$ cat src/rtl/pcm_port_pkg.sv
package pcm_port_pkg;

    typedef enum logic [2:0] {
        TX_IDLE,
        TX_ARM,
        TX_SHIFT,
        TX_HOLD,
        TX_WAIT
    } tx_state_e;

    typedef enum logic [1:0] {
        RX_IDLE,
        RX_CAP,
        RX_WAIT
    } rx_state_e;

endpackage

$ cat src/rtl/pcm_edge_sample.sv
module pcm_edge_sample #(
    parameter int N = 2
) (
    input  logic         clk,
    input  logic         rst_n,
    input  logic [N-1:0] d,
    output logic [N-1:0] cur,
    output logic [N-1:0] prv
);
    for (genvar i = 0; i < N; i++) begin : g_bit
        always_ff @(posedge clk) begin
            if (!rst_n) begin
                cur[i] <= 1'b0;
                prv[i] <= 1'b0;
            end else begin
                cur[i] <= d[i];
                prv[i] <= cur[i];
            end
        end
    end
endmodule

$ cat src/rtl/pcm_fmt_detect.sv
module pcm_fmt_detect #(
    parameter int LONG_MIN = 3
) (
    input  logic clk,
    input  logic rst_n,
    input  logic b_cur,
    input  logic b_prv,
    input  logic f_cur,
    input  logic f_prv,
    output logic long_fmt
);
    localparam int CW = $clog2(LONG_MIN + 1);
    localparam logic [CW-1:0] SAT = CW'(LONG_MIN);

    logic          b_fall, f_rise, f_fall;
    logic [CW-1:0] width;

    assign b_fall = b_prv & ~b_cur;
    assign f_rise = f_cur & ~f_prv;
    assign f_fall = f_prv & ~f_cur;

    always_ff @(posedge clk) begin
        if (!rst_n) begin
            width    <= '0;
            long_fmt <= 1'b0;
        end else begin
            if (f_rise)
                width <= '0;
            else if (b_fall && f_cur && width != SAT)
                width <= width + CW'(1);
            if (f_fall) begin
                if (width == CW'(1))
                    long_fmt <= 1'b0;
                else if (width == SAT)
                    long_fmt <= 1'b1;
            end
        end
    end

    // the format only moves when a sync pulse ends
    assert_fmt_on_sync_fall_R2: assert property (@(posedge clk) disable iff (!rst_n)
        !$stable(long_fmt) |-> $past(f_fall));
endmodule

$ cat src/rtl/pcm_tx.sv
module pcm_tx
    import pcm_port_pkg::*;
#(
    parameter int WORD_W = 8
) (
    input  logic              clk,
    input  logic              rst_n,
    input  logic              b_cur,
    input  logic              b_prv,
    input  logic              f_cur,
    input  logic              f_prv,
    input  logic              long_fmt,
    input  logic [WORD_W-1:0] code,
    output logic              dout,
    output logic              doe
);
    localparam int CNT_W = $clog2(WORD_W + 1);
    localparam logic [CNT_W-1:0] LAST = CNT_W'(WORD_W);

    tx_state_e         state, nxt;
    logic [WORD_W-1:0] sr, pend;
    logic [CNT_W-1:0]  cnt;
    logic              b_rise, b_fall, f_rise, f_fall, load, step;

    assign b_rise = b_cur & ~b_prv;
    assign b_fall = b_prv & ~b_cur;
    assign f_rise = f_cur & ~f_prv;
    assign f_fall = f_prv & ~f_cur;

    always_comb begin
        nxt = state;
        unique case (state)
            TX_IDLE: begin
                if (long_fmt) begin
                    if (f_rise) nxt = b_cur ? TX_SHIFT : TX_ARM;
                end else if (b_fall && f_cur) begin
                    nxt = TX_ARM;
                end
            end
            TX_ARM:   if (b_rise) nxt = TX_SHIFT;
            TX_SHIFT: if (b_fall && cnt == LAST)
                          nxt = !f_cur ? TX_IDLE : (long_fmt ? TX_HOLD : TX_WAIT);
            TX_HOLD:  if (f_fall) nxt = TX_IDLE;
            TX_WAIT:  if (!f_cur) nxt = TX_IDLE;
            default:  nxt = TX_IDLE;
        endcase
    end

    always_ff @(posedge clk) begin
        if (!rst_n) state <= TX_IDLE;
        else        state <= nxt;
    end

    assign load = (state == TX_IDLE) && (nxt != TX_IDLE);
    assign step = (state == TX_SHIFT) && b_rise && (cnt != LAST);

    always_ff @(posedge clk) begin
        if (!rst_n) begin
            sr   <= '0;
            pend <= '0;
            cnt  <= '0;
        end else begin
            if (load) begin
                sr   <= pend;
                pend <= code;
            end else if (step) begin
                sr <= {sr[WORD_W-2:0], 1'b0};
            end
            if (state != TX_SHIFT && nxt == TX_SHIFT)
                cnt <= CNT_W'(1);
            else if (step)
                cnt <= cnt + CNT_W'(1);
        end
    end

    always_comb begin
        doe  = (state == TX_SHIFT) || (state == TX_HOLD);
        dout = doe & sr[WORD_W-1];
    end

    // enable appears only after a rising bit clock or a sync rise
    assert_oe_on_rise_R6: assert property (@(posedge clk) disable iff (!rst_n)
        $rose(doe) |-> $past(b_rise || f_rise));
    // enable drops only after a falling bit clock or a sync fall
    assert_oe_off_on_fall_R7: assert property (@(posedge clk) disable iff (!rst_n)
        $fell(doe) |-> $past(b_fall || f_fall));
    // the driven bit moves only on a rising bit clock
    assert_bit_steady_R4: assert property (@(posedge clk) disable iff (!rst_n)
        (doe && $past(doe) && !$past(b_rise)) |-> $stable(dout));
endmodule

$ cat src/rtl/pcm_rx.sv
module pcm_rx
    import pcm_port_pkg::*;
#(
    parameter int WORD_W = 8
) (
    input  logic              clk,
    input  logic              rst_n,
    input  logic              b_cur,
    input  logic              b_prv,
    input  logic              f_cur,
    input  logic              f_prv,
    input  logic              din,
    output logic [WORD_W-1:0] word,
    output logic              valid
);
    localparam int CNT_W = $clog2(WORD_W);
    localparam logic [CNT_W-1:0] LAST = CNT_W'(WORD_W - 1);

    rx_state_e         state, nxt;
    logic [WORD_W-1:0] sr;
    logic [CNT_W-1:0]  cnt;
    logic              din_q, b_fall, f_fall, take;

    assign b_fall = b_prv & ~b_cur;
    assign f_fall = f_prv & ~f_cur;
    assign take   = (state == RX_CAP) && b_fall;

    always_comb begin
        nxt = state;
        unique case (state)
            RX_IDLE: if (b_fall && f_cur) nxt = RX_CAP;
            RX_CAP:  if (b_fall && cnt == LAST) nxt = f_cur ? RX_WAIT : RX_IDLE;
            RX_WAIT: if (f_fall) nxt = RX_IDLE;
            default: nxt = RX_IDLE;
        endcase
    end

    always_ff @(posedge clk) begin
        if (!rst_n) state <= RX_IDLE;
        else        state <= nxt;
    end

    always_ff @(posedge clk) begin
        if (!rst_n) begin
            din_q <= 1'b0;
            sr    <= '0;
            cnt   <= '0;
            word  <= '0;
            valid <= 1'b0;
        end else begin
            din_q <= din;
            valid <= take && (cnt == LAST);
            if (state == RX_IDLE) cnt <= '0;
            else if (take)        cnt <= cnt + CNT_W'(1);
            if (take) sr <= {sr[WORD_W-2:0], din_q};
            if (take && cnt == LAST) word <= {sr[WORD_W-2:0], din_q};
        end
    end

    // the strobe lasts a single cycle
    assert_valid_single_R9: assert property (@(posedge clk) disable iff (!rst_n)
        valid |=> !valid);
    // the strobe follows a falling bit clock
    assert_valid_after_fall_R9: assert property (@(posedge clk) disable iff (!rst_n)
        valid |-> $past(b_fall));
endmodule

$ cat src/rtl/pcm_sync_port.sv
module pcm_sync_port #(
    parameter int WORD_W   = 8,
    parameter int LONG_MIN = 3
) (
    input  logic              clk,
    input  logic              rst_n,
    input  logic              tx_bclk,
    input  logic              tx_fsync,
    input  logic [WORD_W-1:0] tx_code,
    output logic              tx_dout,
    output logic              tx_doe,
    input  logic              rx_bclk,
    input  logic              rx_fsync,
    input  logic              rx_din,
    output logic [WORD_W-1:0] rx_word,
    output logic              rx_valid,
    output logic              long_fmt
);
    logic [1:0] tx_cur, tx_prv, rx_cur, rx_prv;

    pcm_edge_sample #(.N(2)) u_tx_edges (
        .clk(clk), .rst_n(rst_n), .d({tx_fsync, tx_bclk}), .cur(tx_cur), .prv(tx_prv)
    );

    pcm_edge_sample #(.N(2)) u_rx_edges (
        .clk(clk), .rst_n(rst_n), .d({rx_fsync, rx_bclk}), .cur(rx_cur), .prv(rx_prv)
    );

    pcm_fmt_detect #(.LONG_MIN(LONG_MIN)) u_fmt (
        .clk(clk), .rst_n(rst_n),
        .b_cur(tx_cur[0]), .b_prv(tx_prv[0]), .f_cur(tx_cur[1]), .f_prv(tx_prv[1]),
        .long_fmt(long_fmt)
    );

    pcm_tx #(.WORD_W(WORD_W)) u_tx (
        .clk(clk), .rst_n(rst_n),
        .b_cur(tx_cur[0]), .b_prv(tx_prv[0]), .f_cur(tx_cur[1]), .f_prv(tx_prv[1]),
        .long_fmt(long_fmt), .code(tx_code), .dout(tx_dout), .doe(tx_doe)
    );

    pcm_rx #(.WORD_W(WORD_W)) u_rx (
        .clk(clk), .rst_n(rst_n),
        .b_cur(rx_cur[0]), .b_prv(rx_prv[0]), .f_cur(rx_cur[1]), .f_prv(rx_prv[1]),
        .din(rx_din), .word(rx_word), .valid(rx_valid)
    );

    // a quiet port after reset
    assert_reset_quiet_R1: assert property (@(posedge clk)
        $past(!rst_n) |-> (!tx_doe && !rx_valid && !long_fmt));
endmodule

$ cat config.mk
export PLATFORM = sky130hd
export DESIGN_NAME = pcm_sync_port
export DESIGN_NICKNAME = d
export VERILOG_FILES = /design/src/rtl/pcm_port_pkg.sv /design/src/rtl/pcm_edge_sample.sv /design/src/rtl/pcm_fmt_detect.sv /design/src/rtl/pcm_tx.sv /design/src/rtl/pcm_rx.sv /design/src/rtl/pcm_sync_port.sv
export SDC_FILE = /design/constraint.sdc
export NUM_CORES = 1
export LEC_CHECK = 0
export BUFFER_PORTS_ARGS = -buffer_cell sky130_fd_sc_hd__clkbuf_2
export CAP_MARGIN = 20
export CELL_PAD_IN_SITES_DETAIL_PLACEMENT = 0
export CELL_PAD_IN_SITES_GLOBAL_PLACEMENT = 1
export CORE_MARGIN = 8
export CORE_UTILIZATION = 48
export DETAILED_ROUTE_END_ITERATION = 12
export PLACE_DENSITY = 0.88
export SETUP_SLACK_MARGIN = 0.5
export SLEW_MARGIN = 20
export SYNTH_ARGS = -nofsm -noshare
export SYNTH_HDL_FRONTEND = slang
export SYNTH_SLANG_ARGS = --single-unit
$ cat constraint.sdc
create_clock -name clk -period 6 [get_ports clk]
set_input_delay 0.9 -clock clk [delete_from_list [all_inputs] [get_ports clk]]
set_output_delay 0.9 -clock clk [all_outputs]
set_load 0.005 [all_outputs]
==> impl_metrics.yaml, run 1 <==
layout:
  area_growth_syn_to_layout_pct: 11.7
  final.fill_count: 449
  finalNonFillerCells: 336
  antenna_cells: 0
  multiInputGateArea_mm2: 0.00119
  drive_gt1_frac: 0.182
  nets: 289
  postLayoutCoreUtil: 0.562
  finalInstanceArea_mm2: 0.00267
  seq_area_mm2: 0.00112
power:
  switching_share: 0.198
  p_int_mw: 0.514
  ir_drop_mv: 0.106
  power_density_mw_per_mm2: 240
  clockPowerShare: 0.364
  p_seq_frac: 0.593
  total_power_mw: 0.641
  switching_power_mw: 0.127
  leakagePower_nw: 1.12
  pwr-share-comb: 0.043
synthesis:
  synthCells: 245
  synth_flop_cell: "dfxtp_1"
  netlist_area_mm2: 0.00239
  yosysTopAreaCellShare: 0.469
  synth-edff-count: 0
  avgSynthCellArea_um2: 9.76
  async_flop_share: 0
  synth_fp_nets: 266
  netlist_top_cells_count: "dfxtp_1, nand2_1, mux2i_1"
  synth-compound-area-share: 0.0957
  yosys_warnings: 0
  yosys.area_share.simple: 0.219
  synth_xor_area_frac: 0.0110
  synthAdderAreaFrac: 0.0314
  yosysUniqueCellTypes: 40
  synth_top_family_by_area: "simple AND/OR/NAND/NOR gates"
  synthMostInstantiatedCell: "dfxtp_1"
  synth-seq-cells: 56
  yosysTopAreaCell: "dfxtp_1"
  synth_mux_area_frac: 0.138
  synth_area_leaders: "dfxtp_1, mux2i_1, nand2_1"
  ys_seq_area_frac: 0.469
floorplanning:
  fp.dieW_um: 86.6
  dieHeight_um: 86.6
  dieArea_mm2: 0.00750
  initial_core_util: 0.503
  pin_count: 27
  core_area_mm2: 0.00475
  rows: 25
cts:
  ctsHtreeMaxLevel: 2
  root_buffer: "clkbuf_8"
  numCtsBuffers: 5
  hold_buffers: 0
  cts_setup_buffers: 0
  cts_buffer_depth: 2
  path_clk_slew_ns: 0.09
  cts_tree: "done"
  postCtsResizedCells: 0
  cts.sinks: 56
  insertion_delay_ns: 0.29
grt:
  grt_first_pass_wirelength_um: 6620
  grt_pass1_vias: 1522
  antenna_found_initial: 0
  grt_usage: 0.108
  top_usage_layer: "met2"
  grt_max_degree: 62
  gr-total-overflow: 0
  met3_usage: 0.0359
  grt.met2_usage: 0.178
  use_met1: 0.129
detailed_routing:
  drt_iter0_markers: 89
  num_vias: 1654
  vias_per_cell: 4.92
  dr.pass1.iters: 4
  wire_per_inst_um: 11.5
  wirelength_um: 3880
  drc: 0
  antenna_left: 0
timing:
  fmax_mhz: 431
  fin_ws_ns: 3.68
  hold_viol: 0
  tightest_slew_ns: 1.01
  min_period_ns: 2.32
  post-route-period-util: 0.386
  relSlewSlack: 0.328
  finalClockSkew_ns: 0.00479
  timing.hold.ws_ns: 0.466
  drv_slew: 0
  finalSetupTns_ns: 0
  finalSetupViolations: 0
  rsz0062_at_grt: "false"
flow_run:
  max-cap-violations: 0
critical_path:
  crit_chain: "inv_1 -> ha_1 -> nand3b_1 -> o32a_1 -> o22ai_1 -> o31ai_4 -> mux2i_1"
  cp.required_ns: 6.22
  path_class: "reg2reg"
  critPathSlowestCell: "o31ai_4"
  crit_path_start_kind: "register"
  cp_num_buf_inv: 1
  crit_family: "compound AO/OA/AOI/OAI gates"
  end_kind: "register"
  reg2reg_slack_ns: 3.68
  slowest_delay_ns: 0.89
  critPathMaxFanout: 16
  worstPathArrival_ns: 2.54
place:
  dp_cells: 328
  placed_area_mm2: 0.00256
  dp_hpwl_um: 2750
  preCtsSetupSlack_ns: 3.68
  place.gp.congestion: 0.763
  place.port_buffers: 26
status:
  status: "complete, no violations"
worst_hold_path:
  worst_hold_path_type: "reg2reg"
## power by group through the flow
stage | Sequential (mW) | Clock, mW | Combinational, mW
after floorplan | 0.388 | 0 | 0.0209
after global placement | 0.388 | 0 | 0.0277
after detailed placement | 0.388 | 0 | 0.0279
after CTS | 0.380 | 0.243 | 0.0280
after global routing | 0.381 | 0.261 | 0.0305
final | 0.380 | 0.234 | 0.0276
## routing by layer
metal	wire, um	vias to the layer above
met4	55	0
met2	1740	28
met1	1910	751
met5	0	-
met3	177	8
li1	-	867
## registers in the layout, indices dropped and copies added, names as in the netlist
signal          cells
u_fmt.long_fmt      1
u_fmt.width         2
u_rx.cnt            3
u_rx.din_q          1
u_rx.sr             7
u_rx.state          2
u_rx.valid          1
u_rx.word           8
u_rx_edges.cur      2
u_rx_edges.prv      2
u_tx.cnt            4
u_tx.pend           8
u_tx.sr             8
u_tx.state          3
u_tx_edges.cur      2
u_tx_edges.prv      2
## cells by family after synthesis
| group | count (synthesis) |
|---|---|
| AO/OA/AOI/OAI | 28 |
| XOR/XNOR | 3 |
| adder cells (fa/ha/maj) | 6 |
| buffers and inverters | 20 |
| flip-flops | 56 |
| multiplexers | 32 |
| AND/OR/NAND/NOR | 100 |
## worst min-delay path: stages (launching register included)
cell	delay, ns
dfxtp_1	0.32
nand2_1	0.05
a21boi_0	0.06
## layout make-up
type,instances,area share
Multi-Input combinational cell,169,0.444
Inverter,9,0.0126
Clock inverter,2,0.0131
Clock buffer,6,0.0272
Sequential cell,56,0.420
Tap cell,67,0.0314
Timing Repair Buffer,27,0.0515
## worst paths after layout
check                                    to  cells after the start                 startpoint
hold reg to reg   u_rx.word[2]$_SDFFE_PN0P_                      2  u_rx.word[2]$_SDFFE_PN0P_
hold / removal    u_rx.word[2]$_SDFFE_PN0P_                      2  u_rx.word[2]$_SDFFE_PN0P_
setup reg to reg    u_tx.sr[6]$_SDFFE_PN0P_                      7   u_tx.cnt[0]$_SDFFE_PN0P_
setup / recovery    u_tx.sr[6]$_SDFFE_PN0P_                      7   u_tx.cnt[0]$_SDFFE_PN0P_
## placed cells by master, fill, tap and decap left out, types with 2 or more instances in the layout
cell type / netlist / layout
nand3_1: 2 / 2
a22oi_1: 2 / 2
nand3b_1: 2 / 2
mux2_2: 7 / 7
o21ai_0: 2 / 2
dfxtp_1: 56 / 56
inv_1: 9 / 9
nor2b_1: 13 / 13
nand2b_4: 2 / 2
xnor2_1: 3 / 3
nand2_1: 45 / 45
mux2i_1: 25 / 25
a21boi_0: 9 / 9
nor3b_1: 6 / 5
nor2_1: 8 / 8
nor3_1: 2 / 2
ha_1: 6 / 6
a21oi_1: 4 / 4
clkbuf_2: 0 / 26
clkbuf_8: 0 / 5
and2_1: 13 / 13
Note: power is estimated with default switching activity, not from simulation.
==> run 2, diff against run 1 <==
--- a/config.mk
+++ b/config.mk
@@ -10,9 +10,9 @@
 export CELL_PAD_IN_SITES_DETAIL_PLACEMENT = 0
 export CELL_PAD_IN_SITES_GLOBAL_PLACEMENT = 1
 export CORE_MARGIN = 8
-export CORE_UTILIZATION = 48
+export CORE_UTILIZATION = 40
 export DETAILED_ROUTE_END_ITERATION = 12
-export PLACE_DENSITY = 0.88
+export PLACE_DENSITY = 0.79
 export SETUP_SLACK_MARGIN = 0.5
 export SLEW_MARGIN = 20
 export SYNTH_ARGS = -nofsm -noshare
==> constraint.sdc (replaced) <==
create_clock -name clk -period 1.9 [get_ports clk]
set_input_delay 0.285 -clock clk [delete_from_list [all_inputs] [get_ports clk]]
set_output_delay 0.285 -clock clk [all_outputs]
set_load 0.005 [all_outputs]
==> run 2 against run 1 <==
Final cell count grew 15%. Non-clock buffer count grew 40. Critical path depth grew 1. Flip-flop and latch count is the same. Global-route usage shrank 0.089 points.
==> impl_metrics.yaml, run 2 (same netlist as run 1, synthesis figures left out) <==
floorplanning:
  fp.dieW_um: 93.3
  rows: 28
  core_area_mm2: 0.00585
  pin_count: 27
  dieArea_mm2: 0.00871
  initial_core_util: 0.409
  dieHeight_um: 93.3
layout:
  layout_common_cells: "dfxtp_1, nand2_1, buf_4"
  finalNonFillerCells: 385
  finalInstanceArea_mm2: 0.00316
  antenna_cells: 0
  final_common_cell: "dfxtp_1"
  drive_gt1_frac: 0.371
  final.fill_count: 522
  reg.largest.list: "u_rx.word: 8 flops, u_tx.pend: 8 flops, u_tx.sr: 8 flops"
  nets: 330
  area_growth_syn_to_layout_pct: 32.3
timing:
  finalSetupViolations: 0
  post-route-period-util: 0.971
  rsz0062_at_grt: "true"
  drv_slew: 0
  relSlewSlack: 0.685
  min_period_ns: 1.84
  fmax_mhz: 542
  fin_ws_ns: 0.0557
  finalClockSkew_ns: 0.0151
  timing.hold.ws_ns: 0.165
  hold_viol: 0
  tightest_slew_ns: 0.472
cts:
  path_clk_slew_ns: 0.11
  root_buffer: "clkbuf_8"
  insertion_delay_ns: 0.32
  hold_buffers: 0
  cts_buffer_depth: 2
  numCtsBuffers: 5
  cts.sinks: 56
  cts_tree: "done"
  ctsHtreeMaxLevel: 2
grt:
  gr-total-overflow: 0
  grt_pass1_vias: 1735
  antenna_found_initial: 0
  grt_usage: 0.107
  grt_max_degree: 27
  grt_first_pass_wirelength_um: 7580
detailed_routing:
  met1_length_um: 2190
  wirelength_um: 4680
  dr_wl_met3_um: 219
  vias_per_cell: 4.72
  dr.pass1.iters: 4
  wl_met2_um: 2210
  num_vias: 1819
  top_layer: "met4"
  drt_iter0_markers: 89
  wire_per_inst_um: 12.2
  drc: 0
  antenna_left: 0
status:
  status: "complete, no violations"
critical_path:
  worstPathArrival_ns: 2.05
  cp.required_ns: 2.10
  critPathMaxFanout: 16
  end_kind: "register"
  slowest_delay_ns: 0.47
  crit_family: "simple AND/OR/NAND/NOR gates"
  cp_num_buf_inv: 2
  path_class: "reg2reg"
  crit_chain: "inv_2 -> ha_4 -> nand3b_1 -> or4_4 -> a21oi_4 -> o31ai_4 -> buf_12 -> mux2i_1"
  crit_path_start_kind: "register"
  critPathSlowestCell: "or4_4"
power:
  leakagePower_nw: 1.37
  clockPowerShare: 0.334
  pwr-share-comb: 0.058
  switching_share: 0.233
  switching_power_mw: 0.461
  power_density_mw_per_mm2: 624
  ir_drop_mv: 0.431
  p_seq_frac: 0.607
  p_int_mw: 1.52
place:
  dp_cells: 359
  dp_hpwl_um: 2960
  place.port_buffers: 26
  preCtsSetupSlack_ns: -0.334
  place.gp.congestion: 0.814
  placed_area_mm2: 0.00277
worst_hold_path:
  worst_hold_path_type: "in2reg"
flow_run:
  max-cap-violations: 0
run 2: changes by cell type in the layout (fill, tap and decap cells not counted), moves of 6 or more:
cell / delta
buf_4: +28
dfxtp_1: -7
dfxtp_2: +6
buf_6: +10
run 2: worst paths after layout:
check                                                  start                            to  slack [ns]  depth (start not counted)
worst max register to register      u_tx.cnt[0]$_SDFFE_PN0P_       u_tx.sr[7]$_SDFFE_PN0P_        0.06                          8
worst min register to register  u_rx_edges.cur[0]$_SDFF_PN0_  u_rx_edges.prv[0]$_SDFF_PN0_        0.47                          1
worst min-delay path                                  rx_din         u_rx.din_q$_SDFF_PN0_        0.16                          2
worst max-delay path                u_tx.cnt[0]$_SDFFE_PN0P_       u_tx.sr[7]$_SDFFE_PN0P_        0.06                          8
run 2: cell type report:
cell class              count  area, um^2  share of cell area
multi-input cells         170        1310               0.415
repair buffers             67         500               0.158
flip-flops and latches     56        1130               0.358
clock inverters             3        21.3             0.00672
clock buffers               5        68.8              0.0217
well taps                  75        93.8              0.0297
inverters                   9        33.8              0.0107
run 2: timing repair:
action | CTS | global route
gates cloned | 0 | 1
gates resized for setup | 20 | 19
setup endpoints to repair | 33 | 42
pin swaps | 8 | 5
setup buffers | 9 | 8
run 2: per-stage QoR:
step | power (mW) | util | setup TNS, ns
after floorplan | 1.29 | - | 0
after global placement | 1.33 | 0.473 | -4.33
after detailed placement | 1.33 | 0.473 | -5.05
after CTS | 2.00 | 0.511 | 0
after global routing | 2.07 | 0.541 | -0.402
final | 1.98 | 0.541 | 0
run 2: routing by layer:
| metal | vias up | global-route usage |
|---|---|---|
| met2 | 26 | 0.173 |
| met1 | 831 | 0.127 |
| met3 | 6 | 0.0321 |
| met4 | 0 | 0.0523 |
| li1 | 956 | - |
| met5 | - | 0 |
run 2: power by group through the flow:
stage	clock network (mW)	registers, mW	logic (mW)
floorplan	0	1.22	0.0669
global route	0.738	1.20	0.128
global placement	0	1.23	0.104
finish	0.660	1.20	0.116
detailed placement	0	1.23	0.104
CTS	0.688	1.20	0.113
==> run 3, diff against run 2 <==
--- a/config.mk
+++ b/config.mk
@@ -9,6 +9,7 @@
 export CAP_MARGIN = 20
 export CELL_PAD_IN_SITES_DETAIL_PLACEMENT = 0
 export CELL_PAD_IN_SITES_GLOBAL_PLACEMENT = 1
+export CORE_ASPECT_RATIO = 2
 export CORE_MARGIN = 8
 export CORE_UTILIZATION = 40
 export DETAILED_ROUTE_END_ITERATION = 12
==> run 3 against run 2 <==
Global-route usage rose by 1.3 points. Clock-buffer cell count did not move. Register-to-register slack got worse by 0.03 ns. First-iteration DRC count fell by 39%. Wire length rose by 10%. Combinational power fell by 3%. Clock power rose by 61%. Sequential share of layout area fell by 0.27 points. Die area rose by 1.7%. Largest power group unchanged.
==> impl_metrics.yaml, run 3 (same netlist as run 1, synthesis figures left out) <==
status:
  status: "complete, no violations"
grt:
  grt_max_degree: 28
  grt_usage: 0.120
  gr-total-overflow: 0
  grt_first_pass_wirelength_um: 8650
  antenna_found_initial: 0
  grt_pass1_vias: 1916
critical_path:
  crit_chain: "inv_2 -> ha_4 -> nand3b_1 -> or4_4 -> a21oi_4 -> o31ai_4 -> buf_12 -> mux2i_1"
  r2r-end: "u_tx.sr[3]$_SDFFE_PN0P_"
  slowest_delay_ns: 0.47
  cp.required_ns: 2.08
  path_class: "reg2reg"
  critPathMaxFanout: 16
  ff2ff_path_depth: 8
  r2r-start: "u_tx.cnt[1]$_SDFFE_PP0P_"
  end_kind: "register"
  critPathSlowestCell: "or4_4"
  reg2reg_slack_ns: 0.02
  crit_path_start_kind: "register"
  worstPathArrival_ns: 2.06
timing:
  finalSetupViolations: 0
  post-route-period-util: 0.989
  drv_slew: 0
  rsz0062_at_grt: "true"
  hold_viol: 0
  fin_ws_ns: 0.0218
  tightest_slew_ns: 0.513
  finalClockSkew_ns: 0.00597
  fmax_mhz: 532
  relSlewSlack: 0.658
  min_period_ns: 1.88
worst_hold_path:
  whs_path_depth: 2
  hp-start: "rx_din"
  whs_endpoint: "u_rx.din_q$_SDFF_PN0_"
  worst_hold_path_type: "in2reg"
detailed_routing:
  wire_per_inst_um: 13.9
  drc: 0
  vias_per_cell: 5.03
  drt_iter0_markers: 54
  antenna_left: 0
  dr.pass1.iters: 4
  num_vias: 1862
  wirelength_um: 5150
place:
  dp_hpwl_um: 3370
  preCtsSetupSlack_ns: -0.425
  placed_area_mm2: 0.00275
  place.gp.congestion: 0.799
  place.port_buffers: 26
flow_run:
  max-cap-violations: 0
power:
  switching_power_mw: 0.494
  power_density_mw_per_mm2: 745
  p_seq_frac: 0.507
  switching_share: 0.209
  p_int_mw: 1.87
  pwr-share-comb: 0.047
  ir_drop_mv: 0.910
  leakagePower_nw: 1.38
  clockPowerShare: 0.446
cts:
  cts_buffer_depth: 2
  cts.sinks: 56
  path_clk_slew_ns: 0.07
  root_buffer: "clkbuf_16"
  cts_tree: "done"
  numCtsBuffers: 5
  insertion_delay_ns: 0.29
  ctsHtreeMaxLevel: 2
floorplanning:
  core_area_mm2: 0.00591
  dieArea_mm2: 0.00886
  initial_core_util: 0.405
  pin_count: 27
  dieHeight_um: 125
  fp.dieW_um: 70.7
  rows: 40
layout:
  drive_gt1_frac: 0.358
  antenna_cells: 0
  layout_common_cells: "dfxtp_1, nand2_1, buf_4"
  postLayoutCoreUtil: 0.538
  area_growth_syn_to_layout_pct: 32.8
  nets: 327
  reg.largest.list: "u_rx.word: 8 flops, u_tx.pend: 8 flops, u_tx.sr: 8 flops"
  final_common_cell: "dfxtp_1"
  finalInstanceArea_mm2: 0.00318
run 3: cell count changes in the layout (fill, tap and decap cells not counted), moves of 2 or more:
cell,before,now
buf_4,29,27
clkbuf_16,0,5
clkbuf_8,5,0
clkinv_4,0,2
run 3: metrics by stage:
stage / setup TNS (ns) / cells / total power [mW] / hold WS, ns
6_report: 0 / 370 / 2.37 / 0.191
2_1_floorplan: 0 / 245 / 1.29 / 0.412
3_5_place_dp: -6.32 / 346 / 1.33 / 0.456
4_1_cts: 0 / 368 / 2.39 / 0.184
3_3_place_gp: -3.88 / 346 / 1.32 / 0.450
5_1_grt: -0.343 / 370 / 2.44 / 0.185
run 3: routing by layer:
| layer | wire (um) | share of wire | global-route usage | vias up |
|---|---|---|---|---|
| met5 | 0 | 0 | 0 | - |
| met2 | 2610 | 0.51 | 0.205 | 32 |
| met3 | 229 | 0.044 | 0.0376 | 8 |
| met1 | 2200 | 0.43 | 0.131 | 871 |
| met4 | 119 | 0.023 | 0.0556 | 0 |
| li1 | - | - | - | 951 |
run 3: worst max path at each step:
stage / start / endpoint / slack (ns) / depth (start not counted)
floorplan: u_tx.cnt[1]$_SDFFE_PP0P_ / u_tx.pend[0]$_SDFFE_PN0P_ / 0.08 / 8
global placement: u_tx.cnt[0]$_SDFFE_PN0P_ / u_tx.pend[4]$_SDFFE_PN0P_ / -0.24 / 7
detailed placement: u_tx.cnt[0]$_SDFFE_PN0P_ / u_tx.sr[5]$_SDFFE_PN0P_ / -0.43 / 7
CTS: u_tx.cnt[0]$_SDFFE_PN0P_ / u_tx.sr[5]$_SDFFE_PN0P_ / 0.07 / 8
global route: u_tx.cnt[1]$_SDFFE_PP0P_ / u_tx.sr[5]$_SDFFE_PN0P_ / -0.05 / 8
finish: u_tx.cnt[1]$_SDFFE_PP0P_ / u_tx.sr[3]$_SDFFE_PN0P_ / 0.02 / 8
run 3: worst max-delay path: cells and delay by family (launching register included):
family | cells | cell delay, ns
compound gates | 2 | 0.33
simple gates | 2 | 0.61
flops | 1 | 0.33
buf+inv | 2 | 0.24
fa+ha+maj | 1 | 0.12
mux | 1 | 0.12
run 3: layout make-up:
type	count	area [um^2]
clock buffers	5	125
well taps	63	78.8
fillers	550	2730
clock inverters	3	47.5
repair buffers	65	477
flip-flops and latches	56	1130
multi-input cells	169	1290
inverters	9	33.8
run 3: repair_timing:
action | in CTS | in global routing
setup endpoints to repair | 41 | 42
setup buffers | 13 | 2
gates resized for setup | 27 | 6
hold buffers | 0 | 0
gates cloned | 1 | 0
pin swaps | 12 | 6
run 3: power groups by stage:
stage,Sequential (mW),Combinational (mW),Clock (mW)
6_report,1.20,0.112,1.06
5_1_grt,1.20,0.122,1.11
4_1_cts,1.20,0.109,1.08
3_3_place_gp,1.23,0.0986,0
3_5_place_dp,1.23,0.101,0
2_1_floorplan,1.22,0.0669,0
